`src/rtl/sc_router_pkg.sv`:
```
package sc_router_pkg;
  // Control bit packing used inside the router: [0]=reset, [1]=C4, [2]=C8
  localparam int CTL_W = 3;
  typedef logic [CTL_W-1:0] ctl_t;

  // Owner of the low level on an open-drain I/O link
  typedef enum logic [1:0] {
    LNK_IDLE     = 2'd0,
    LNK_HOST_LOW = 2'd1,
    LNK_CARD_LOW = 2'd2
  } link_own_t;

  function automatic ctl_t pack_ctl(input logic rst, input logic c4, input logic c8);
    return {c8, c4, rst};
  endfunction

  // Card index 0 = A, 1 = B. Freeze when unselected, programming, or shared-mode deselected.
  function automatic logic freeze_card(input logic idx_b, input logic mux, input logic sel,
                                       input logic csn, input logic progn);
    logic desel;
    desel = mux & (idx_b ? sel : ~sel);
    return csn | ~progn | desel;
  endfunction
endpackage

```
`src/rtl/sc_hold_lane.sv`:
```
module sc_hold_lane #(
  parameter int W = 3
) (
  input  logic         clk,
  input  logic         rst_n,
  input  logic         hold,
  input  logic         force_low,
  input  logic [W-1:0] live,
  output logic [W-1:0] out
);
  logic [W-1:0] held_q;

  always_comb begin
    if (force_low)  out = '0;
    else if (hold)  out = held_q;
    else            out = live;
  end

  always_ff @(posedge clk) begin
    if (!rst_n)     held_q <= '0;
    else if (!hold) held_q <= out;
  end
endmodule

```
`src/rtl/sc_io_link.sv`:
```
module sc_io_link
  import sc_router_pkg::*;
(
  input  logic clk,
  input  logic rst_n,
  input  logic hold,
  input  logic force_low,
  input  logic host_in,
  input  logic card_in,
  output logic card_oe,
  output logic host_oe
);
  link_own_t own_q;

  always_ff @(posedge clk) begin
    if (!rst_n)         own_q <= LNK_IDLE;
    else if (force_low) own_q <= LNK_IDLE;
    else if (!hold) begin
      unique case (own_q)
        LNK_IDLE: begin
          if (!host_in)      own_q <= LNK_HOST_LOW;
          else if (!card_in) own_q <= LNK_CARD_LOW;
        end
        LNK_HOST_LOW: if (host_in) own_q <= LNK_IDLE;
        LNK_CARD_LOW: if (card_in) own_q <= LNK_IDLE;
        default: own_q <= LNK_IDLE;
      endcase
    end
  end

  assign card_oe = force_low | (own_q == LNK_HOST_LOW);
  assign host_oe = ~force_low & (own_q == LNK_CARD_LOW);
endmodule

```
`src/rtl/sc_dual_router.sv`:
```
module sc_dual_router
  import sc_router_pkg::*;
(
  input  logic clk,
  input  logic rst_n,
  input  logic mux_mode,
  input  logic card_sel,
  input  logic cs_n,
  input  logic prog_n,
  input  logic pu_en,
  input  logic supply_low,
  input  logic startup_a,
  input  logic startup_b,
  input  logic h_rst_a,
  input  logic h_c4_a,
  input  logic h_c8_a,
  input  logic h_io_a_in,
  output logic h_io_a_oe,
  input  logic h_rst_b,
  input  logic h_c4_b,
  input  logic h_c8_b,
  input  logic h_io_b_in,
  output logic h_io_b_oe,
  output logic k_rst_a,
  output logic k_c4_a,
  output logic k_c8_a,
  input  logic k_io_a_in,
  output logic k_io_a_oe,
  output logic k_rst_b,
  output logic k_c4_b,
  output logic k_c8_b,
  input  logic k_io_b_in,
  output logic k_io_b_oe,
  output logic pu_io_a,
  output logic pu_b
);
  localparam int NCARD = 2;

  ctl_t       live_ctl [NCARD];
  ctl_t       card_ctl [NCARD];
  logic [NCARD-1:0] hold_v, force_v, link_hin, link_kin, link_koe, link_hoe;

  // Named internal events for the checker
  logic hold_a, hold_b, force_a, force_b, link_hoe_a, link_hoe_b;

  ctl_t host_a_ctl, host_b_ctl;
  assign host_a_ctl = pack_ctl(h_rst_a, h_c4_a, h_c8_a);
  assign host_b_ctl = pack_ctl(h_rst_b, h_c4_b, h_c8_b);

  // Routing: card A always from port A; card B from port A in shared mode
  assign live_ctl[0] = host_a_ctl;
  assign live_ctl[1] = mux_mode ? host_a_ctl : host_b_ctl;
  assign link_hin[0] = h_io_a_in;
  assign link_hin[1] = mux_mode ? h_io_a_in : h_io_b_in;
  assign link_kin[0] = k_io_a_in;
  assign link_kin[1] = k_io_b_in;

  assign force_v[0] = supply_low | startup_a;
  assign force_v[1] = supply_low | startup_b;

  for (genvar g = 0; g < NCARD; g++) begin : g_card
    assign hold_v[g] = freeze_card(g[0], mux_mode, card_sel, cs_n, prog_n);

    sc_hold_lane #(.W(CTL_W)) u_lane (
      .clk      (clk),
      .rst_n    (rst_n),
      .hold     (hold_v[g]),
      .force_low(force_v[g]),
      .live     (live_ctl[g]),
      .out      (card_ctl[g])
    );

    sc_io_link u_link (
      .clk      (clk),
      .rst_n    (rst_n),
      .hold     (hold_v[g]),
      .force_low(force_v[g]),
      .host_in  (link_hin[g]),
      .card_in  (link_kin[g]),
      .card_oe  (link_koe[g]),
      .host_oe  (link_hoe[g])
    );
  end

  assign hold_a     = hold_v[0];
  assign hold_b     = hold_v[1];
  assign force_a    = force_v[0];
  assign force_b    = force_v[1];
  assign link_hoe_a = link_hoe[0];
  assign link_hoe_b = link_hoe[1];

  assign {k_c8_a, k_c4_a, k_rst_a} = card_ctl[0];
  assign {k_c8_b, k_c4_b, k_rst_b} = card_ctl[1];
  assign k_io_a_oe = link_koe[0];
  assign k_io_b_oe = link_koe[1];

  // Host drive-low: port A sees whichever card it is routed to
  assign h_io_a_oe = (mux_mode && !card_sel) ? link_hoe_b : link_hoe_a;
  assign h_io_b_oe = mux_mode ? 1'b0 : link_hoe_b;

  assign pu_io_a = mux_mode ? 1'b0 : pu_en;
  assign pu_b    = mux_mode ? 1'b1 : pu_en;
endmodule

```
`config.mk`:
```
export PLATFORM = sky130hd
export DESIGN_NAME = sc_dual_router
export DESIGN_NICKNAME = d
export VERILOG_FILES = /design/src/rtl/sc_router_pkg.sv /design/src/rtl/sc_hold_lane.sv /design/src/rtl/sc_io_link.sv /design/src/rtl/sc_dual_router.sv
export SDC_FILE = /design/constraint.sdc
export NUM_CORES = 1
export LEC_CHECK = 0
export ABC_AREA = 0
export BUFFER_PORTS_ARGS = -buffer_cell sky130_fd_sc_hd__buf_2
export CELL_PAD_IN_SITES_DETAIL_PLACEMENT = 0
export CELL_PAD_IN_SITES_GLOBAL_PLACEMENT = 1
export CORE_UTILIZATION = 34
export CTS_CLUSTER_SIZE = 28
export DETAILED_ROUTE_END_ITERATION = 10
export GPL_TIMING_DRIVEN = 0
export PLACE_DENSITY_LB_ADDON = 0.15
export SYNTH_ARGS = -nofsm -noshare
export SYNTH_HDL_FRONTEND = slang
export SYNTH_HIERARCHICAL = 1
export SYNTH_SLANG_ARGS = --single-unit
```
`constraint.sdc`:
```
create_clock -name clk -period 1.5 [get_ports clk]
set_input_delay 0.075 -clock clk [delete_from_list [all_inputs] [get_ports clk]]
set_output_delay 0.075 -clock clk [all_outputs]
set_load 0.005 [all_outputs]
```
==> metrics.csv, run 1 <==
metric,value,unit
status,"finished, final reports clean",
Worst path slowest cell,dfxtp_1,
yosys synthesis warning count,6,
final slew viol count,0,
critical path type,reg -> out,
post-synth cell types,22,
Hold Crit Class,in -> reg,
insertion delay to the later sink of the worst-skew pair,0.27,ns
row cnt,15,
worst-margin pin slew,0.251,ns
fraction of layout cells with a size suffix above 1,0.491,
gr usage total,0.157,
predominant post-synthesis flop cell,dfxtp_1,
Peak supply drop,0.535,mV
CTS Sinks,10,
Tcrit/Tclk final,0.849,
Root Driver,clkbuf_4,
DRC viols,0,
top-level port count,32,
GPL Wtd Cong,0.705,
setup violators final,0,
# hold bufs at CTS,0,
post-synth top area share,0.290,
full die area,2210,sq um
"flops & latches, synth",10,
die height,47.0,microns
first-pass GRT wire length,2.37,mm
Post-Route Setup TNS,0,ns
worst-path fanout max,3,
crit path DAT,1.20,ns
TritonCTS buffer count,3,
crit path cell chain,inv_1 > nor3_1 > mux2_4 > buf_2,
Area contributors post-synth,"dfxtp_1 29%, mux2i_1 8.7%, o21ai_2 7.6%",
post-layout net count,135,
max-cap viol count,0,
post-route minimum period,1.27,ns
largest area contributor in the netlist,dfxtp_1,
leakage power,0.451,nW
design area,907,sq um
Detailed Route Iter0 Violations,6,
most frequent cells after synthesis,"11 x nand2_1, 10 x dfxtp_1",
Syn Nets,100,
fmax,786,MHz
top-count cell post-synth,nand2_1,
Area Overhead vs Synth,31.6,%
drt wl/cell,10.7,microns
post-synthesis sequential area ratio,0.290,
Initial Util,0.379,
Via density,4.57,
DP Wirelength,1.20,mm
n_diodes,0,
via count,635,
Clock H-tree levels,1,
"EDFF count, synth",0,
asr flop ratio synth,0,
syn avg cell area,8.62,sq um
RSZ-0062 raised after global routing,false,
Synth Instances,80,
# port buffers,30,
mapped cell area,689,sq um
Worst slew margin,0.833,
Fin. Hold Viols,0,
largest net degree at the start of global routing,15,
post-route ant nets,0,
remaining global-route overflow,0,
worst-case clock buffer depth,2,
CTS resizes,0,
Required @ worst endpoint,1.42,ns
CP max stage delay,0.33,ns
CTS tree,yes,
Post-CTS Setup Bufs,0,
crit start category,flop,
core area,1820,sq um
die span in x,47.0,microns
initial antenna violation count,0,
Clock Pin Slew Worst Setup and Hold Paths,0.07,ns
vias in the first global route,572,
clk_skew,0.0000148,ns
DRT Wirelength,1.49,mm
Power Dens Cells,718,nW/um^2
"Cell Area, Placed",871,sq um
CP Capture Type,output pin,
detailed-router iteration count before antenna repair,2,
## final cells by class
class	count	area, sq um
Tap cell	25	31.3
Clock buffer	4	36.3
Timing Repair Buffer	30	150
Buffer	3	33.8
Sequential cell	10	200
Multi-Input combinational cell	65	448
Inverter	2	7.51
Fill cell	194	913
## where the power goes
group	switching (W)	internal [W]	total, W
Clock	0.000110	0.000148	0.000257
Combinational	0.0000578	0.0000654	0.000123
Sequential	0.00000195	0.000269	0.000271
Total	0.000169	0.000482	0.000651
## worst paths after layout
check	to	start	cells past startpoint	slack, ns
setup / recovery	h_io_a_oe	g_card[1].u_link/own_q[1]	4	0.23
hold / removal	g_card[1].u_link/own_q[1]	k_io_b_in	3	0.06
setup reg to reg	g_card[0].u_link/own_q[0]	g_card[0].u_link/own_q[1]	2	0.63
hold reg to reg	g_card[0].u_lane/held_q[0]	g_card[0].u_lane/held_q[0]	2	0.47
## cells in the final DEF (no fill, tap or decap), types with 4 or more instances in the layout
cell type and count:
buf_2 30, dfxtp_1 10, mux2_2 4, mux2i_1 6
nand2_1 11, nand2b_1 4, nand3_1 6, nor2_1 6
o21ai_2 6
## critical path, delay by kind of cell, from the launching register on
family | cells | cell delay [ns]
flip-flops | 1 | 0.33
multiplexers | 1 | 0.19
buffers and inverters | 2 | 0.17
AND/OR/NAND/NOR | 1 | 0.23
## cell families after synthesis
logic type | Yosys count | synth area share
and+or+nand+nor | 40 | 0.312
DFF | 10 | 0.290
buffers and inverters | 5 | 0.0599
muxes | 11 | 0.174
AOI/OAI and AO/OA | 14 | 0.163
## sequential cells by signal, summed over array words and instances, names as in the netlist
name and flops:
g_card.u_link/own_q 4, g_card.u_lane/held_q 6
## metrics by stage
stage               cells   util  total power, W  setup WS [ns]  hold slack (ns)
finish                139  0.498        0.000651          0.227           0.0593
floorplan              80      -        0.000353          0.498            0.219
global placement      135  0.478        0.000400          0.369            0.347
global route          139  0.498        0.000683          0.134           0.0722
detailed placement    135  0.478        0.000402          0.360            0.350
CTS                   139  0.498        0.000662          0.189           0.0537
## layer usage
layer  global-route usage  wire, microns
met1                0.189            704
met2                0.258            706
met3               0.0346             53
met4               0.0857             29
met5                    0              0
Note: power is estimated with default switching activity, not from simulation.
==> inputs of run 2 (changes only) <==
--- a/config.mk
+++ b/config.mk
@@ -5,11 +5,11 @@
 export SDC_FILE = /design/constraint.sdc
 export NUM_CORES = 1
 export LEC_CHECK = 0
-export ABC_AREA = 0
+export ABC_AREA = 1
 export BUFFER_PORTS_ARGS = -buffer_cell sky130_fd_sc_hd__buf_2
 export CELL_PAD_IN_SITES_DETAIL_PLACEMENT = 0
 export CELL_PAD_IN_SITES_GLOBAL_PLACEMENT = 1
-export CORE_UTILIZATION = 34
+export CORE_UTILIZATION = 29
 export CTS_CLUSTER_SIZE = 28
 export DETAILED_ROUTE_END_ITERATION = 10
 export GPL_TIMING_DRIVEN = 0
==> constraint.sdc (replaced) <==
create_clock -name clk -period 1.3 [get_ports clk]
set_input_delay 0.065 -clock clk [delete_from_list [all_inputs] [get_ports clk]]
set_output_delay 0.065 -clock clk [all_outputs]
set_load 0.005 [all_outputs]
==> run 2 against run 1 <==
Cell count is 54% higher. Flip-flop and latch count unchanged. Routed wire length grew 16%. Sequential power increased by 15%. Cell area increased by 10%.
==> metrics.csv, run 2 <==
metric,value,unit
status,"finished, final reports clean",
DP Wirelength,1.39,mm
Worst path slowest cell,dfxtp_1,
RSZ-0062 raised after global routing,false,
Required @ worst endpoint,1.24,ns
Fin. Hold Viols,0,
switching share of power,0.278,
reg2reg end,g_card[1].u_link/own_q[1],
Area Overhead vs Synth,29.8,%
TritonCTS buffer count,3,
"flops & latches, synth",10,
Crit path max-delay family,flip-flops,
crit path DAT,1.15,ns
RR Startpoint,g_card[1].u_link/own_q[0],
CP Capture Type,output pin,
post-synthesis sequential area ratio,0.260,
Post-Route Setup TNS,0,ns
Hold Crit Class,in -> reg,
CTS Sinks,10,
PnR worst setup slack,0.0838,ns
row cnt,18,
Tcrit/Tclk final,0.936,
Syn Nets,170,
final slew viol count,0,
# port buffers,30,
Worst R2R Setup Slack,0.28,ns
Cells on Worst Hold Path,3,
post-route ant nets,0,
n_diodes,0,
post-synth cell types,13,
syn avg cell area,5.13,sq um
clk_skew,0.000561,ns
"most common cell after layout, fill and taps aside",nand2_1,
Internal Dissipation,0.000544,W
WHS Endpoint,g_card[0].u_lane/held_q[1],
max-cap viol count,0,
yosys synthesis warning count,6,
asr flop ratio synth,0,
CP max stage delay,0.38,ns
DRC viols,0,
largest net degree at the start of global routing,10,
full die area,2860,sq um
first-pass GRT wire length,3.03,mm
crit start category,flop,
Power Dens Cells,754,nW/um^2
worst-margin pin slew,0.334,ns
CTS tree,yes,
vias in the first global route,779,
setup violators final,0,
Post-CTS Setup Bufs,0,
die span in x,53.5,microns
critical path type,reg -> out,
Area contributors post-synth,"nand2_1 26%, dfxtp_1 26%, nor2_1 19%",
CTS resizes,1,
Crit path buffers/inverters,2,
Root Driver,clkbuf_4,
Initial Util,0.308,
top flop regs,"g_card.u_lane/held_q (6), g_card.u_link/own_q (4)",
Clock Pin Slew Worst Setup and Hold Paths,0.07,ns
largest area contributor in the netlist,nand2_1,
drt wl/cell,8.10,microns
Peak supply drop,0.408,mV
most frequent cells in the layout,"54 x nand2_1, 39 x nor2_1, 30 x inv_1, 30 x buf_2, 10 x dfxtp_1",
crit path cell chain,inv_1 > nor3_2 > nand3_1 > nand2_1 > buf_2,
worst-case clock buffer depth,2,
Place WS,0.116,ns
initial antenna violation count,0,
insertion delay to the later sink of the worst-skew pair,0.26,ns
Clock H-tree levels,1,
mapped cell area,769,sq um
sw power,0.000209,W
Crit path depth,5,
remaining global-route overflow,0,
fmax,822,MHz
via count,887,
most frequent cells after synthesis,"54 x nand2_1, 39 x nor2_1, 30 x inv_1, 10 x dfxtp_1, 5 x nand3_1",
post-synth top area share,0.263,
die height,53.5,microns
Worst slew margin,0.777,
core area,2500,sq um
GPL Wtd Cong,0.668,
"EDFF count, synth",0,
post-layout net count,205,
DRT Wirelength,1.73,mm
fraction of layout cells with a size suffix above 1,0.223,
predominant post-synthesis flop cell,dfxtp_1,
# hold bufs at CTS,0,
post-route minimum period,1.22,ns
gr usage total,0.147,
Synth Instances,150,
worst reg2reg path depth,7,
Comb pwr share,0.207,
detailed-router iteration count before antenna repair,3,
HP Start,rst_n,
leakage power,0.622,nW
top-count cell post-synth,nand2_1,
worst-path fanout max,5,
Top reg by flops,g_card.u_lane/held_q,
top-level port count,32,
Detailed Route Iter0 Violations,11,
clock share of power,0.378,
Seq pwr share,0.414,
max FFs per register,6,
Via density,4.14,
run 2: how the worst max path moves through the flow:
stage                         startpoint                   endpoint  slack (ns)
2_1_floorplan  g_card[0].u_link/own_q[0]  g_card[0].u_link/own_q[0]        0.38
3_3_place_gp                        cs_n  g_card[0].u_link/own_q[0]        0.12
3_5_place_dp                        cs_n  g_card[0].u_link/own_q[0]        0.12
4_1_cts        g_card[1].u_link/own_q[1]                  h_io_a_oe        0.07
5_1_grt        g_card[1].u_link/own_q[1]                  h_io_a_oe       0.001
6_report       g_card[1].u_link/own_q[1]                  h_io_a_oe        0.08
run 2: stage by stage:
step | hold slack (ns) | util | total power [W] | area, sq um | std cells
finish | 0.103 | 0.399 | 0.000753 | 998 | 214
global route | 0.107 | 0.399 | 0.000809 | 998 | 214
CTS | 0.100 | 0.399 | 0.000771 | 998 | 214
detailed placement | 0.390 | 0.383 | 0.000477 | 957 | 210
global placement | 0.381 | 0.383 | 0.000476 | 957 | 210
floorplan | 0.191 | - | 0.000417 | 769 | 150
run 2: layout make-up:
| type | instances | area [sq um] |
|---|---|---|
| flip-flops and latches | 10 | 200 |
| inverters | 31 | 119 |
| well taps | 30 | 37.5 |
| multi-input cells | 108 | 444 |
| plain buffers | 1 | 11.3 |
| clock buffers | 4 | 36.3 |
| fillers | 306 | 1500 |
| repair buffers | 30 | 150 |
run 2: worst reg2reg max path, stage by stage, from the launching register on:
cell,delay [ns]
dfxtp_1,0.40
nor2_1,0.10
nand2_1,0.07
nand2_1,0.05
nor2_2,0.14
nand2_1,0.07
nand2_1,0.06
nor2_1,0.03
run 2: metal layers:
| layer | part of all wire | vias to the layer above | GRT usage | wire length, microns |
|---|---|---|---|---|
| li1 | - | 498 | - | - |
| met1 | 0.53 | 361 | 0.179 | 919 |
| met2 | 0.40 | 26 | 0.254 | 691 |
| met3 | 0.062 | 2 | 0.0172 | 107 |
| met4 | 0.0081 | 0 | 0.0658 | 14 |
| met5 | 0 | - | 0 | 0 |
run 2: cell families after synthesis:
family	after synthesis	synth area share
compound gates	3	0.0309
buf+inv	32	0.169
flops	10	0.260
simple gates	105	0.540
run 2: power groups by stage:
stage	Sequential, W	Combinational, W	Clock [W]
global route	0.000313	0.000184	0.000312
floorplan	0.000319	0.0000985	0
global placement	0.000319	0.000156	0
detailed placement	0.000319	0.000158	0
finish	0.000312	0.000156	0.000285
CTS	0.000312	0.000159	0.000300
==> inputs of run 3 (changes only) <==
--- a/config.mk
+++ b/config.mk
@@ -9,6 +9,7 @@
 export BUFFER_PORTS_ARGS = -buffer_cell sky130_fd_sc_hd__buf_2
 export CELL_PAD_IN_SITES_DETAIL_PLACEMENT = 0
 export CELL_PAD_IN_SITES_GLOBAL_PLACEMENT = 1
+export CORE_ASPECT_RATIO = 2
 export CORE_UTILIZATION = 29
 export CTS_CLUSTER_SIZE = 28
 export DETAILED_ROUTE_END_ITERATION = 10
==> constraint.sdc (replaced) <==
create_clock -name clk -period 1.3 [get_ports clk]
set_input_delay 0.26 -clock clk [delete_from_list [all_inputs] [get_ports clk]]
set_output_delay 0.26 -clock clk [all_outputs]
set_load 0.005 [all_outputs]
==> run 3 against run 2 <==
Highest routed layer unchanged. Combinational power increased by 40%. Critical path depth increased by 1. The flow now finishes with violations (design-rule violations, negative setup slack). Hold slack improved by 0.24 ns. Core utilization increased by 8.1 points. Maximum frequency decreased by 8.7%. Global-route usage increased by 1.8 points. Power increased by 12%. Register-to-register slack got worse by 0.05 ns.
==> metrics.csv, run 3 (synthesis results as in run 2) <==
metric,value,unit
worst-margin pin slew,0.262,ns
Power Dens Cells,694,nW/um^2
Worst slew margin,0.825,
CP max stage delay,0.27,ns
RR Startpoint,g_card[1].u_link/own_q[1],
top-level port count,32,
final slew viol count,0,
area of the multi-input gates,533,sq um
crit path DAT,1.07,ns
Tcrit/Tclk final,1.02,
first-pass GRT wire length,3.36,mm
CTS tree,yes,
Required @ worst endpoint,1.04,ns
gr usage total,0.165,
fillers,294,
# hold bufs at CTS,0,
detailed-router iteration count before antenna repair,7,
worst-path fanout max,2,
final cell count without fillers,221,
full die area,2880,sq um
Top reg by flops,g_card.u_lane/held_q,
remaining global-route overflow,0,
Root Driver,clkbuf_8,
Hold Crit Class,in -> reg,
crit path from,supply_low,
Via density,4.24,
die span in x,38.4,microns
leakage power,0.691,nW
failing checks,"design-rule violations, negative setup slack",
row cnt,26,
post-layout net count,215,
critical path type,in -> out,
FF+latch area,204,sq um
Worst path slowest cell,or2_4,
Clock Pin Slew Worst Setup and Hold Paths,0.05,ns
most frequent cells in the layout,"49 x nand2_1, 28 x nor2_1, 26 x buf_2",
DRC viols,1,
fraction of layout cells with a size suffix above 1,0.409,
post-route ant nets,0,
post-route minimum period,1.33,ns
CP Capture Type,output pin,
GPL Wtd Cong,0.695,
top flop regs,"g_card.u_lane/held_q (6), g_card.u_link/own_q (4)",
fmax,751,MHz
core area,2540,sq um
CTS Sinks,10,
Peak supply drop,0.468,mV
crit start category,primary input,
clk_skew,0.0000331,ns
initial antenna violation count,0,
n_diodes,0,
"most common cell after layout, fill and taps aside",nand2_1,
crit path cell chain,buf_6 > or2_4 > nor3_4 > nand3_1 > nand2_1 > buf_2,
die height,74.8,microns
DRT Wirelength,2.02,mm
Post-Route Setup TNS,-0.0457,ns
Area Overhead vs Synth,58.5,%
Detailed Route Iter0 Violations,11,
vias in the first global route,874,
status,finished with violations,
# port buffers,30,
Initial Util,0.303,
Fin. Hold Viols,0,
via count,937,
HP Start,rst_n,
DP Wirelength,1.52,mm
RSZ-0062 raised after global routing,true,
TritonCTS buffer count,3,
setup violators final,2,
Finished Core Util,0.481,
max FFs per register,6,
worst-case clock buffer depth,2,
cell count after placement,208,
drt wl/cell,9.14,microns
PnR worst setup slack,-0.0315,ns
insertion delay to the later sink of the worst-skew pair,0.23,ns
Clock H-tree levels,1,
max-cap viol count,0,
Worst R2R Setup Slack,0.23,ns
largest net degree at the start of global routing,10,
run 3: cell types whose count changed in the layout (fill, tap and decap cells not counted), moves of 5 or more:
cell	previous run	this run
nand2_1	54	49
nor2_1	39	28
inv_1	30	23
inv_2	0	6
buf_4	0	9
nor2_2	2	9
run 3: layout make-up:
type	instances	area share
well taps	28	0.0287
inverters	31	0.106
multi-input cells	108	0.437
clock buffers	3	0.0338
flip-flops and latches	10	0.167
plain buffers	1	0.0164
repair buffers	40	0.211
run 3: critical path: cells and delay by family:
kind	cells	cell delay, ns
and+or+nand+nor	4	0.60
buffers and inverters	2	0.20
run 3: worst paths after layout:
path / to / cells after the start
min reg2reg: g_card[0].u_link/own_q[1] / 2
max: h_io_a_oe / 6
max reg2reg: g_card[1].u_link/own_q[1] / 7
min: g_card[0].u_lane/held_q[1] / 3
run 3: what timing repair did:
action | 4_1_cts | 5_1_grt
setup endpoints to repair | 8 | 9
pin swaps | 12 | 14
resized for setup | 29 | 20
setup buffers | 8 | 2
run 3: metal layers:
layer  wire (microns)  vias to the layer above  GRT usage
li1                 -                      517          -
met1              800                      401      0.163
met2             1130                       17      0.305
met3               66                        2     0.0265
met4               25                        0     0.0920
met5                0                        -          0
run 3: where the power goes:
| part | switching, W | internal [W] |
|---|---|---|
| logic | 0.000115 | 0.000104 |
| registers | 0.00000288 | 0.000311 |
| clock network | 0.000112 | 0.000202 |
run 3: stage by stage:
step / hold WS (ns) / cell area [sq um] / setup WS, ns / power, W
floorplan: 0.386 / 769 / 0.0825 / 0.000417
detailed placement: 0.524 / 955 / -0.277 / 0.000477
finish: 0.341 / 1220 / -0.0315 / 0.000847
CTS: 0.339 / 1140 / -0.0331 / 0.000841
global placement: 0.512 / 955 / -0.248 / 0.000476
global route: 0.373 / 1220 / -0.0894 / 0.000901
